## src/rtl/auxclk_pkg.sv

```systemverilog
package auxclk_pkg;
  localparam int CFG_W     = 8;
  localparam int MODE_W    = 3;
  localparam int N_W       = 5;
  localparam int LF_OFFSET = 32;
  localparam int D_W       = $clog2(LF_OFFSET + (1 << N_W));
  localparam logic [CFG_W-1:0] CFG_RST = 8'h2A;

  typedef enum logic [MODE_W-1:0] {
    MODE_PORT = 3'd0,
    MODE_HF   = 3'd1,
    MODE_LF0  = 3'd2
  } mode_e;

  typedef struct packed {
    logic [MODE_W-1:0] mode;
    logic [N_W-1:0]    n;
  } cfg_t;
endpackage

```

## src/rtl/auxclk_cfg_reg.sv

```systemverilog
module auxclk_cfg_reg
  import auxclk_pkg::*;
(
  input  logic                clk_i,
  input  logic                rst_ni,
  input  logic                we_i,
  input  logic [CFG_W-1:0]    wdata_i,
  output logic                port_mode_o,
  output logic                hf_mode_o,
  output logic [MODE_W-1:0]   lf_shift_o,
  output logic                port_bit_o,
  output logic [D_W-1:0]      div_o
);
  cfg_t cfg_q;

  always_ff @(posedge clk_i or negedge rst_ni) begin
    if (!rst_ni)   cfg_q <= cfg_t'(CFG_RST);
    else if (we_i) cfg_q <= cfg_t'(wdata_i);
  end

  always_comb begin
    port_mode_o = (cfg_q.mode == MODE_PORT);
    hf_mode_o   = (cfg_q.mode == MODE_HF);
    lf_shift_o  = (cfg_q.mode >= MODE_LF0) ? cfg_q.mode - MODE_LF0 : '0;
    port_bit_o  = cfg_q.n[0];
    if (hf_mode_o) div_o = D_W'(cfg_q.n);
    else           div_o = D_W'(LF_OFFSET) + D_W'(cfg_q.n);
  end
endmodule

```

## src/rtl/auxclk_ctr_stage.sv

```systemverilog
module auxclk_ctr_stage #(
  parameter int W = 3
) (
  input  logic clk_i,
  input  logic rst_ni,
  input  logic clr_i,
  input  logic en_i,
  output logic tick_o
);
  logic [W-1:0] cnt_q;

  always_ff @(posedge clk_i or negedge rst_ni) begin
    if (!rst_ni)    cnt_q <= '0;
    else if (clr_i) cnt_q <= '0;
    else if (en_i)  cnt_q <= cnt_q + 1'b1;
  end

  assign tick_o = en_i & (&cnt_q);
endmodule

```

## src/rtl/auxclk_prescale.sv

```systemverilog
module auxclk_prescale #(
  parameter int FAST_W     = 3,
  parameter int MID_W      = 4,
  parameter int PRE_BASE_W = 6
) (
  input  logic       clk_i,
  input  logic       rst_ni,
  input  logic       clr_i,
  input  logic [2:0] lf_shift_i,
  output logic       fast_tick_o,
  output logic       mid_tick_o,
  output logic       lf_tick_o
);
  localparam int NSTG  = 2;
  localparam int PRE_W = PRE_BASE_W + 5;
  localparam int STG_W [NSTG] = '{FAST_W, MID_W};

  logic [NSTG:0] tick;
  assign tick[0] = 1'b1;

  for (genvar s = 0; s < NSTG; s++) begin : g_stage
    auxclk_ctr_stage #(.W(STG_W[s])) u_stage (
      .clk_i (clk_i),
      .rst_ni(rst_ni),
      .clr_i (clr_i),
      .en_i  (tick[s]),
      .tick_o(tick[s+1])
    );
  end

  assign fast_tick_o = tick[1];
  assign mid_tick_o  = tick[NSTG];

  logic [PRE_W-1:0] pre_q, pre_mask;
  logic [PRE_W-1:0] all_ones;
  assign all_ones = '1;
  assign pre_mask = all_ones >> (3'd5 - lf_shift_i);

  always_ff @(posedge clk_i or negedge rst_ni) begin
    if (!rst_ni)         pre_q <= '0;
    else if (clr_i)      pre_q <= '0;
    else if (mid_tick_o) pre_q <= pre_q + 1'b1;
  end

  assign lf_tick_o = mid_tick_o & (&(pre_q | ~pre_mask));


  mid_tick_gap_chk: assert property (@(posedge clk_i) disable iff (!rst_ni)
    mid_tick_o |=> !mid_tick_o);

  restart_quiet_chk: assert property (@(posedge clk_i) disable iff (!rst_ni)
    clr_i |=> !fast_tick_o && !lf_tick_o);
endmodule

```

## src/rtl/auxclk_out_div.sv

```systemverilog
module auxclk_out_div
  import auxclk_pkg::*;
(
  input  logic           clk_i,
  input  logic           rst_ni,
  input  logic           clr_i,
  input  logic           tick_i,
  input  logic [D_W-1:0] div_i,
  output logic           q_o
);
  logic [D_W-1:0] cnt_q, cnt_nx;
  logic [D_W:0]   low_len;
  logic           run;

  assign run     = div_i >= D_W'(2);
  assign low_len = ({1'b0, div_i} + 1'b1) >> 1;
  assign cnt_nx  = (cnt_q == div_i - 1'b1) ? '0 : cnt_q + 1'b1;

  always_ff @(posedge clk_i or negedge rst_ni) begin
    if (!rst_ni) begin
      cnt_q <= '0;
      q_o   <= 1'b0;
    end else if (clr_i) begin
      cnt_q <= '0;
      q_o   <= 1'b0;
    end else if (tick_i && run) begin
      cnt_q <= cnt_nx;
      q_o   <= {1'b0, cnt_nx} >= low_len;
    end
  end


  idle_hold_chk: assert property (@(posedge clk_i) disable iff (!rst_ni)
    !clr_i && !tick_i |=> $stable(q_o));

  cnt_range_chk: assert property (@(posedge clk_i) disable iff (!rst_ni)
    run |-> cnt_q < div_i);
endmodule

```

## src/rtl/auxclk_gen.sv

```systemverilog
module auxclk_gen
  import auxclk_pkg::*;
#(
  parameter int FAST_W     = 3,
  parameter int MID_W      = 4,
  parameter int PRE_BASE_W = 6
) (
  input  logic             clk_i,
  input  logic             rst_ni,
  input  logic             cfg_we_i,
  input  logic [CFG_W-1:0] cfg_wdata_i,
  output logic             aux_o,
  output logic             mid_tick_o
);
  logic              port_mode, hf_mode, port_bit, gen_q;
  logic              fast_tick, lf_tick, sel_tick;
  logic [MODE_W-1:0] lf_shift;
  logic [D_W-1:0]    div;

  auxclk_cfg_reg u_cfg (
    .clk_i      (clk_i),
    .rst_ni     (rst_ni),
    .we_i       (cfg_we_i),
    .wdata_i    (cfg_wdata_i),
    .port_mode_o(port_mode),
    .hf_mode_o  (hf_mode),
    .lf_shift_o (lf_shift),
    .port_bit_o (port_bit),
    .div_o      (div)
  );

  auxclk_prescale #(
    .FAST_W    (FAST_W),
    .MID_W     (MID_W),
    .PRE_BASE_W(PRE_BASE_W)
  ) u_pre (
    .clk_i      (clk_i),
    .rst_ni     (rst_ni),
    .clr_i      (cfg_we_i),
    .lf_shift_i (lf_shift),
    .fast_tick_o(fast_tick),
    .mid_tick_o (mid_tick_o),
    .lf_tick_o  (lf_tick)
  );

  always_comb begin
    if (port_mode)    sel_tick = 1'b0;
    else if (hf_mode) sel_tick = fast_tick;
    else              sel_tick = lf_tick;
  end

  auxclk_out_div u_div (
    .clk_i (clk_i),
    .rst_ni(rst_ni),
    .clr_i (cfg_we_i),
    .tick_i(sel_tick),
    .div_i (div),
    .q_o   (gen_q)
  );

  assign aux_o = port_mode ? port_bit : gen_q;


  static_follow_chk: assert property (@(posedge clk_i) disable iff (!rst_ni)
    cfg_we_i && (cfg_wdata_i[7:5] == 3'd0) |=> aux_o == $past(cfg_wdata_i[0]));

  restart_low_chk: assert property (@(posedge clk_i) disable iff (!rst_ni)
    cfg_we_i && (cfg_wdata_i[7:5] != 3'd0) |=> !aux_o);

  hf_idle_low_chk: assert property (@(posedge clk_i) disable iff (!rst_ni)
    hf_mode && (div < D_W'(2)) |-> !aux_o);
endmodule

```

## config.mk

```make
export PLATFORM = sky130hd
export DESIGN_NAME = auxclk_gen
export DESIGN_NICKNAME = d
export VERILOG_FILES = /design/src/rtl/auxclk_pkg.sv /design/src/rtl/auxclk_cfg_reg.sv /design/src/rtl/auxclk_ctr_stage.sv /design/src/rtl/auxclk_prescale.sv /design/src/rtl/auxclk_out_div.sv /design/src/rtl/auxclk_gen.sv
export SDC_FILE = /design/constraint.sdc
export NUM_CORES = 1
export LEC_CHECK = 0
export ABC_AREA = 1
export BUFFER_PORTS_ARGS = -buffer_cell sky130_fd_sc_hd__buf_2
export CAP_MARGIN = 10
export CORE_MARGIN = 8
export CORE_UTILIZATION = 60
export CTS_CLUSTER_SIZE = 28
export DETAILED_ROUTE_END_ITERATION = 10
export GPL_TIMING_DRIVEN = 0
export PLACE_DENSITY = 0.78
export SETUP_SLACK_MARGIN = 0.4
export SYNTH_ARGS = -nofsm -noshare
export SYNTH_HDL_FRONTEND = slang
export SYNTH_HIERARCHICAL = 1
export SYNTH_SLANG_ARGS = --single-unit
```

## constraint.sdc

```tcl
create_clock -name clk_i -period 2.7 [get_ports clk_i]
set_input_delay 0 -clock clk_i [delete_from_list [all_inputs] [get_ports clk_i]]
set_output_delay 0 -clock clk_i [all_outputs]
set_load 0.005 [all_outputs]
```

==> results.toml, run 1 <==
[yosys]
synth-compound-area-share = 0.0632
syn_area_um2 = 2470
synth_top_family_by_area = "simple AND/OR/NAND/NOR gates"
synthMuxAreaShare = 0
avgSynthCellArea_um2 = 7.17
synth_ff_type = "dfrtp_1"
synth_edf_count = 0
yosysUniqueCellTypes = 30
synth_seq_cells = 33
synth_warnings = 6
yosys.area_share.simple = 0.363
syn_inst = 345
synthArstFlopShare = 1.00
synthXorXnorAreaFrac = 0.0389
yosysSeqAreaShare = 0.335
yosys.area_share.adder = 0.0859

[clock_network]
cts_tree = "yes"
clk_latency_ps = 280
cts_buffers = 5
cts.sinks = 33
h-tree-depth = 2
clock-root-buffer = "clkbuf_8"
clk_path_buf_depth = 2
path_clk_slew_ps = 70

[place]
place_congestion = 0.835
dpl.hpwl_mm = 3.60
dp.cells = 411
port_buffers = 12

[run_status]
status = "finished, final reports clean"

[sta]
final-max-slew-violation-count = 0
setup_viol = 0
relSlewSlack = 0.499
clock.fmax_mhz = 411
fin_crit_sh = 0.902
grt_setup_unrepaired = "true"
setup_tns_ps = 0
finClkSkew_ps = 6.23
finalCriticalPeriod_ps = 2440
hold_viol_final = 0
worstMarginPinSlew_ps = 752

[floorplanning]
die_w_um = 80.2
core_um2 = 4000
die-area_um2 = 6440
start_util = 0.619
die_h_um = 80.2
row_count = 23
pin_count = 13

[routing]
drtIter0Drc = 111
wl_per_cell_um = 12.4
drc = 0
viasPerCell = 5.09
firstDrtPassIters = 4
vias = 2234
ant_nets = 0
routed_wl_mm = 5.46

[worst_setup_path]
crit_type = "flop to flop"
crit_arrival_ps = 2610
cp-start-kind = "flop"
path_max_fanout = 8
setup.worst_path.end_class = "flop"
worst_ep_required_time_ps = 2880

[run]
cap_violations = 0

[power]
power_density_nw_per_um2 = 400
ir_drop_mv = 0.358
leakagePower_nw = 1.59

[layout]
stdcell_count = 439
area_growth_pct = 21.3
antenna-diode-count = 0
drive_above_1_share = 0.249
nets = 416

[grt]
grt_max_degree = 34
antenna_found_initial = 0
first_global_vias = 2159
grt_pass1_wl_mm = 9.14
grt.overflow.total = 0
track_usage = 0.177

[min_path]
hold_class = "input pin to flop"
-- final cells by class --
cell class	count	area, um^2
Inverter	53	204
Tap cell	50	62.6
Fill cell	302	997
Buffer	9	82.6
Clock inverter	1	5.00
Multi-Input combinational cell	254	1500
Timing Repair Buffer	32	244
Sequential cell	33	831
Clock buffer	7	76.3
-- power by group --
| group | total [mW] | switching, mW | internal [mW] | leakage (nW) |
|---|---|---|---|---|
| clock | 0.358 | 0.178 | 0.181 | 0.0422 |
| sequential | 0.526 | 0.0136 | 0.513 | 0.439 |
| combinational | 0.318 | 0.177 | 0.141 | 1.11 |
-- cells by family after synthesis --
| group | count (synthesis) |
|---|---|
| flops | 33 |
| buf+inv | 62 |
| other cells | 1 |
| fa+ha+maj | 17 |
| xor+xnor | 11 |
| compound gates | 28 |
| simple gates | 193 |
-- cells in the mapped netlist (7+ instances only) --
library cell,count,area [um^2]
nand2_1,102,383
inv_1,45,169
nor2_1,35,131
dfrtp_1,30,751
nand3_1,20,100
ha_1,17,213
o21ai_0,11,55.1
a21oi_1,9,45.0
nand2_2,8,50.1
nand3_2,8,80.1
xor2_1,8,70.1
inv_2,7,26.3
nor2_2,7,43.8
-- cell usage in the layout (no fill, tap or decap), drive strengths merged, types with 8 or more instances in the layout --
cell type | synthesis | final
xor2 | 8 | 8
buf | 9 | 32
dfrtp | 30 | 30
dlygate4sd3 | 0 | 9
o21ai | 13 | 13
nand3 | 28 | 28
nand2 | 110 | 110
a21oi | 10 | 10
inv | 52 | 52
ha | 17 | 17
nor2 | 45 | 45
-- worst max-delay path, stage by stage (launching register included) --
cell	delay, ps
dfstp_2	540
buf_6	100
inv_4	40
ha_4	270
inv_2	30
nand2_1	40
nand2_1	50
nor2_1	90
nand2_1	70
nor2_2	90
nand3_2	90
buf_6	150
nand2_2	50
inv_2	40
ha_4	190
a21boi_2	140
nor2_1	100
o221ai_1	120
nand2_1	70
nand2_1	60
-- final timing paths --
| kind | start | to | slack (ps) | depth (start not counted) |
|---|---|---|---|---|
| max | u_cfg/cfg_q[1] | u_div/q_o | 260 | 19 |
| min | cfg_we_i | u_pre/pre_q[2] | 140 | 2 |
| max reg2reg | u_cfg/cfg_q[1] | u_div/q_o | 260 | 19 |
| min reg2reg | u_div/q_o | u_div/q_o | 490 | 2 |
| max in group asynchronous | rst_ni | u_cfg/cfg_q[7] | 1860 | 2 |
| min in group asynchronous | rst_ni | u_cfg/cfg_q[2] | 310 | 2 |
-- through the flow --
stage / area, um^2 / total power, mW / hold WS (ps) / util / worst slack, ps
6_report: 3000 / 1.20 / 140 / 0.751 / 264
4_1_cts: 2910 / 1.17 / 122 / 0.727 / 244
3_3_place_gp: 2650 / 0.771 / 108 / 0.662 / 223
5_1_grt: 3000 / 1.28 / 156 / 0.751 / 52.6
2_1_floorplan: 2520 / 0.718 / -296 / - / 377
3_5_place_dp: 2650 / 0.779 / 115 / 0.662 / 164
-- flip-flops by register name (all words and copies together) (netlist names) --
register	count
u_div/q_o	1
u_cfg/cfg_q	7
u_cfg/port_bit_o	1
u_pre/g_stage.u_stage/cnt_q	7
u_div/cnt_q	6
u_pre/pre_q	11
-- what timing repair did --
item	CTS	global route
hold endpoints to repair	38	0
pin swaps	8	4
hold buffers	9	0
buffers inserted	6	5
endpoints found under the setup margin	7	7
gates resized for setup	9	16
-- metal layers --
metal,share of wire,routed length (um),vias up,track usage
met1,0.43,2360,1032,0.201
met5,0,0,-,0
met4,0.018,96,0,0.0545
li1,-,-,1155,-
met2,0.52,2860,34,0.320
met3,0.027,145,13,0.0379
Power figures use the tool's default switching activity.
==> inputs of run 2 (changes only) <==
--- a/config.mk
+++ b/config.mk
@@ -13,8 +13,10 @@
 export CTS_CLUSTER_SIZE = 28
 export DETAILED_ROUTE_END_ITERATION = 10
 export GPL_TIMING_DRIVEN = 0
+export MAX_ROUTING_LAYER = met4
 export PLACE_DENSITY = 0.78
 export SETUP_SLACK_MARGIN = 0.4
+export SLEW_MARGIN = 5
 export SYNTH_ARGS = -nofsm -noshare
 export SYNTH_HDL_FRONTEND = slang
 export SYNTH_HIERARCHICAL = 1
==> constraint.sdc (replaced) <==
create_clock -name clk_i -period 2.3 [get_ports clk_i]
set_input_delay 0 -clock clk_i [delete_from_list [all_inputs] [get_ports clk_i]]
set_output_delay 0 -clock clk_i [all_outputs]
set_load 0.005 [all_outputs]
==> run 2 against run 1 <==
Critical endpoint unchanged. Clock power rose by 22%. Global-route usage rose by 0.35 points. First-iteration DRC count fell by 14%. Sequential share of layout area fell by 0.30 points. Combinational power rose by 13%. Highest routed layer unchanged. The run now ends with setup timing left.
==> results.toml, run 2 (synthesized netlist as in run 1, its figures left out) <==
[power]
leakagePower_nw = 1.58
power_density_nw_per_um2 = 466
ir_drop_mv = 0.471
power_mw = 1.42

[grt]
first_global_vias = 2254
grt_pass1_wl_mm = 9.11
track_usage = 0.180
antenna_found_initial = 0
grt_max_degree = 34
grt.overflow.total = 0

[min_path]
min_to = "u_pre/pre_q[2]"
worstHoldStart = "cfg_we_i"
hold_class = "input pin to flop"
hold_path_depth = 2

[worst_setup_path]
rr_worst_depth = 19
path_max_fanout = 8
worst_r2r_endpoint = "u_div/q_o"
critPathBufInv = 5
crit_path_cell_trace = "buf_6 > inv_4 > ha_4 > inv_2 > nand2_2 > nand2_2 > nor2_2 > nand2_1 > nor2_2 > nand3_2 > buf_6 > nand2_2 > inv_2 > ha_4 > a21boi_2 > nor2_1 > o221ai_1 > nand2_1 > nand2_1"
cp-start-kind = "flop"
critPathTopFamily = "simple AND/OR/NAND/NOR gates"
crit_slowest_cell = "dfstp_2"
max_stage_delay_ps = 540
crit_type = "flop to flop"
worst_ep_required_time_ps = 2470
reg2reg_from = "u_cfg/cfg_q[1]"
setup.worst_path.end_class = "flop"
reg2reg_slack_ps = -160
crit_arrival_ps = 2630

[clock_network]
cts_buffers = 5
clk_latency_ps = 280
h-tree-depth = 2
path_clk_slew_ps = 60
cts.sinks = 33
clk_path_buf_depth = 2
clock-root-buffer = "clkbuf_8"
cts_tree = "yes"

[sta]
setup_viol = 3
setup_slack_ps = -164
fin_crit_sh = 1.07
finClkSkew_ps = 6.13
hold_viol_final = 0
worstMarginPinSlew_ps = 752
relSlewSlack = 0.499
clock.fmax_mhz = 406
finalCriticalPeriod_ps = 2460
hold-worst-slack_ps = 143
grt_setup_unrepaired = "true"
final-max-slew-violation-count = 0

[floorplanning]
core_um2 = 4000
die-area_um2 = 6440
start_util = 0.619
die_w_um = 80.2
row_count = 23
pin_count = 13
die_h_um = 80.2

[layout]
layout_common_cells = "nand2_1 (97), inv_1 (38), nor2_1 (31)"
largest_reg_flops = 11
area_growth_pct = 22.6
top_register = "u_pre/pre_q"
largest_registers = "u_pre/pre_q x11, u_cfg/cfg_q x7, u_pre/g_stage.u_stage/cnt_q x7"
drive_above_1_share = 0.273
final_common_cell = "nand2_1"
stdcell_count = 438
nets = 416
antenna-diode-count = 0
design_area_um2 = 3040

[run_status]
status = "complete, but fails checks"
violations = "setup timing"

[routing]
vias = 2271
viasPerCell = 5.18
firstDrtPassIters = 4
drc = 0
routed_wl_mm = 5.34
drtIter0Drc = 95
ant_nets = 0
wl_per_cell_um = 12.2

[place]
placed_area_um2 = 2700
dpl.hpwl_mm = 3.60
port_buffers = 12
place_congestion = 0.863
dp.cells = 411

[run]
cap_violations = 0
## run 2: cell count changes in the layout (fill, tap and decap cells not counted), moves of 2 or more
cell     change
inv_2        +3
nand2_1      -2
inv_1        -3
nand2_2      +2
## run 2: timing repair
action | CTS | global route
setup endpoints to repair | 7 | 13
endpoints found under the hold margin | 38 | 0
pin swaps | 11 | 11
resized for setup | 5 | 15
hold buffers | 9 | 0
buffers inserted | 8 | 3
## run 2: per-stage QoR
step                      TNS (ps)  utilization  setup WS (ps)
final                         -178        0.759           -164
after global routing          -956        0.759           -303
after CTS                     -149        0.740           -149
after detailed placement      -199        0.676           -199
after global placement        -196        0.676           -196
after floorplan              -22.8            -          -22.8
## run 2: layout make-up
| type | instances | area (um^2) |
|---|---|---|
| flip-flops and latches | 33 | 831 |
| inverters | 53 | 204 |
| well taps | 50 | 62.6 |
| repair buffers | 32 | 240 |
| fillers | 299 | 965 |
| multi-input cells | 254 | 1530 |
| plain buffers | 9 | 82.6 |
| clock buffers | 7 | 86.3 |
## run 2: worst max path at each step
stage | start | endpoint | slack (ps) | depth (start not counted)
floorplan | u_cfg/cfg_q[1] | u_div/q_o | -20 | 19
global placement | u_cfg/cfg_q[1] | u_div/q_o | -200 | 19
detailed placement | u_cfg/cfg_q[1] | u_div/q_o | -200 | 19
CTS | u_cfg/cfg_q[1] | u_div/q_o | -150 | 19
global route | u_cfg/cfg_q[5] | u_div/q_o | -300 | 17
finish | u_cfg/cfg_q[1] | u_div/q_o | -160 | 19
## run 2: report_power, final
group | leakage (nW) | switching [mW] | total (mW) | internal [mW]
sequential | 0.439 | 0.0164 | 0.618 | 0.602
combinational | 1.10 | 0.201 | 0.360 | 0.159
clock | 0.0443 | 0.200 | 0.437 | 0.237
total | 1.58 | 0.418 | 1.42 | 0.998
## run 2: routing by layer
layer / vias to the layer above / track usage / wire length [um]
met1: 1060 / 0.190 / 2290
li1: 1159 / - / -
met4: 0 / 0.0782 / 82
met5: - / - / 0
met2: 41 / 0.315 / 2790
met3: 11 / 0.0413 / 177
==> inputs of run 3 (changes only) <==
--- a/config.mk
+++ b/config.mk
@@ -9,12 +9,12 @@
 export BUFFER_PORTS_ARGS = -buffer_cell sky130_fd_sc_hd__buf_2
 export CAP_MARGIN = 10
 export CORE_MARGIN = 8
-export CORE_UTILIZATION = 60
+export CORE_UTILIZATION = 55
 export CTS_CLUSTER_SIZE = 28
 export DETAILED_ROUTE_END_ITERATION = 10
 export GPL_TIMING_DRIVEN = 0
 export MAX_ROUTING_LAYER = met4
-export PLACE_DENSITY = 0.78
+export PLACE_DENSITY = 0.76
 export SETUP_SLACK_MARGIN = 0.4
 export SLEW_MARGIN = 5
 export SYNTH_ARGS = -nofsm -noshare
==> constraint.sdc (replaced) <==
create_clock -name clk_i -period 2.08 [get_ports clk_i]
set_input_delay 0 -clock clk_i [delete_from_list [all_inputs] [get_ports clk_i]]
set_output_delay 0 -clock clk_i [all_outputs]
set_load 0.005 [all_outputs]
==> run 3 against run 2 <==
The run still ends with setup timing left. Clock power rose by 43%. Hold slack better by 0.71 ps. Sequential share of layout area shrank 1.1 points. Design area up 4.5%. Utilization down 3.1 points. Die area rose by 7.2%. Routed wire length grew 1.1%. Critical path depth is the same.
==> results.toml, run 3 (synthesized netlist as in run 1, its figures left out) <==
[run_status]
status = "complete, but fails checks"
violations = "setup timing"

[grt]
grt_max_degree = 34
grt_pass1_wl_mm = 9.16
grt.overflow.total = 0
track_usage = 0.159
antenna_found_initial = 0
first_global_vias = 2144

[worst_setup_path]
setup.worst_path.end_class = "flop"
worst_ep_required_time_ps = 2260
crit_type = "flop to flop"
cp-start-kind = "flop"
crit_arrival_ps = 2610
path_max_fanout = 8

[min_path]
hold_class = "input pin to flop"

[power]
power_density_nw_per_um2 = 543
leakagePower_nw = 1.66
ir_drop_mv = 0.355
power_mw = 1.72

[clock_network]
cts.sinks = 33
path_clk_slew_ps = 70
clk_path_buf_depth = 2
clk_latency_ps = 280
clock-root-buffer = "clkbuf_8"
cts_buffers = 5
h-tree-depth = 2
cts_tree = "yes"

[layout]
largest_registers = "u_pre/pre_q x11, u_cfg/cfg_q x7, u_pre/g_stage.u_stage/cnt_q x7"
layout_common_cells = "nand2_1 (93), inv_1 (38), nor2_1 (32)"
design_area_um2 = 3170
largest_reg_flops = 11
top_register = "u_pre/pre_q"
drive_above_1_share = 0.305
area_growth_pct = 28.1
antenna-diode-count = 0
nets = 420
final_common_cell = "nand2_1"

[routing]
viasPerCell = 4.99
wl_per_cell_um = 12.1
firstDrtPassIters = 4
drc = 0
ant_nets = 0
drtIter0Drc = 100
vias = 2222
routed_wl_mm = 5.40

[sta]
fin_crit_sh = 1.17
final-max-slew-violation-count = 0
hold-worst-slack_ps = 144
setup_slack_ps = -355
finalCriticalPeriod_ps = 2430
relSlewSlack = 0.485
finClkSkew_ps = 9.90
hold_viol_final = 0
clock.fmax_mhz = 411
worstMarginPinSlew_ps = 773
setup_tns_ps = -1440
grt_setup_unrepaired = "true"
setup_viol = 7

[floorplanning]
die_w_um = 83.1
die_h_um = 83.1
core_um2 = 4350
start_util = 0.568
die-area_um2 = 6900
row_count = 24
pin_count = 13

[place]
dpl.hpwl_mm = 3.58
placed_area_um2 = 2710
place_congestion = 0.846
port_buffers = 12

[run]
cap_violations = 0
## run 3: worst paths after layout
path                                start                                 to  slack, ps  cells after the start
max                        u_cfg/cfg_q[1]                          u_div/q_o       -350                     19
min                              cfg_we_i  u_pre/g_stage[1].u_stage/cnt_q[0]        140                      2
max reg2reg                u_cfg/cfg_q[1]                          u_div/q_o       -350                     19
min reg2reg                u_cfg/cfg_q[3]                     u_cfg/cfg_q[3]        470                      2
max in group asynchronous          rst_ni                     u_cfg/cfg_q[7]       1230                      2
min in group asynchronous          rst_ni  u_pre/g_stage[0].u_stage/cnt_q[1]        320                      2
## run 3: final cells by class
cell class              count  area [um^2]
plain buffers               9         82.6
clock buffers               7         86.3
clock inverters             1         30.0
fillers                   317         1180
inverters                  53          204
multi-input cells         254         1600
flip-flops and latches     33          832
well taps                  52         65.1
repair buffers             36          274
## run 3: layer usage
layer	part of all wire	wire, um	GRT usage
met5	0	0	-
met3	0.023	124	0.0342
met4	0.011	61	0.0527
met2	0.52	2830	0.272
met1	0.44	2380	0.179
## run 3: stage by stage
step | setup WS, ps | cells | util
floorplan | -243 | 349 | -
global placement | -431 | 413 | 0.621
detailed placement | -444 | 413 | 0.621
CTS | -368 | 438 | 0.691
global route | -478 | 445 | 0.728
finish | -355 | 445 | 0.728
## run 3: worst max-delay path, stage by stage, from the launching register on
cell and delay (ps):
dfstp_2 540, buf_6 100, inv_4 40, ha_4 260, inv_2 30, nand2_1 40, nand2_1 40, nor2_1 90
nand2_1 70, nor2_2 90, nand3_2 100, buf_6 150, nand2_2 50, inv_2 40, ha_4 190, a21boi_2 150
nor2_2 120, o221ai_2 110, nand2_1 60, nand2_1 60
## run 3: what timing repair did
action	in CTS	in global routing
hold buffers	9	0
setup endpoints to repair	14	17
pin swaps	7	13
resized for setup	9	27
setup buffers	8	7
hold endpoints to repair	38	0
## run 3: report_power, final
part	total [mW]	internal [mW]	switching (mW)
Clock	0.626	0.391	0.235
Combinational	0.411	0.185	0.226
Sequential	0.685	0.666	0.0192
Total	1.72	1.24	0.480
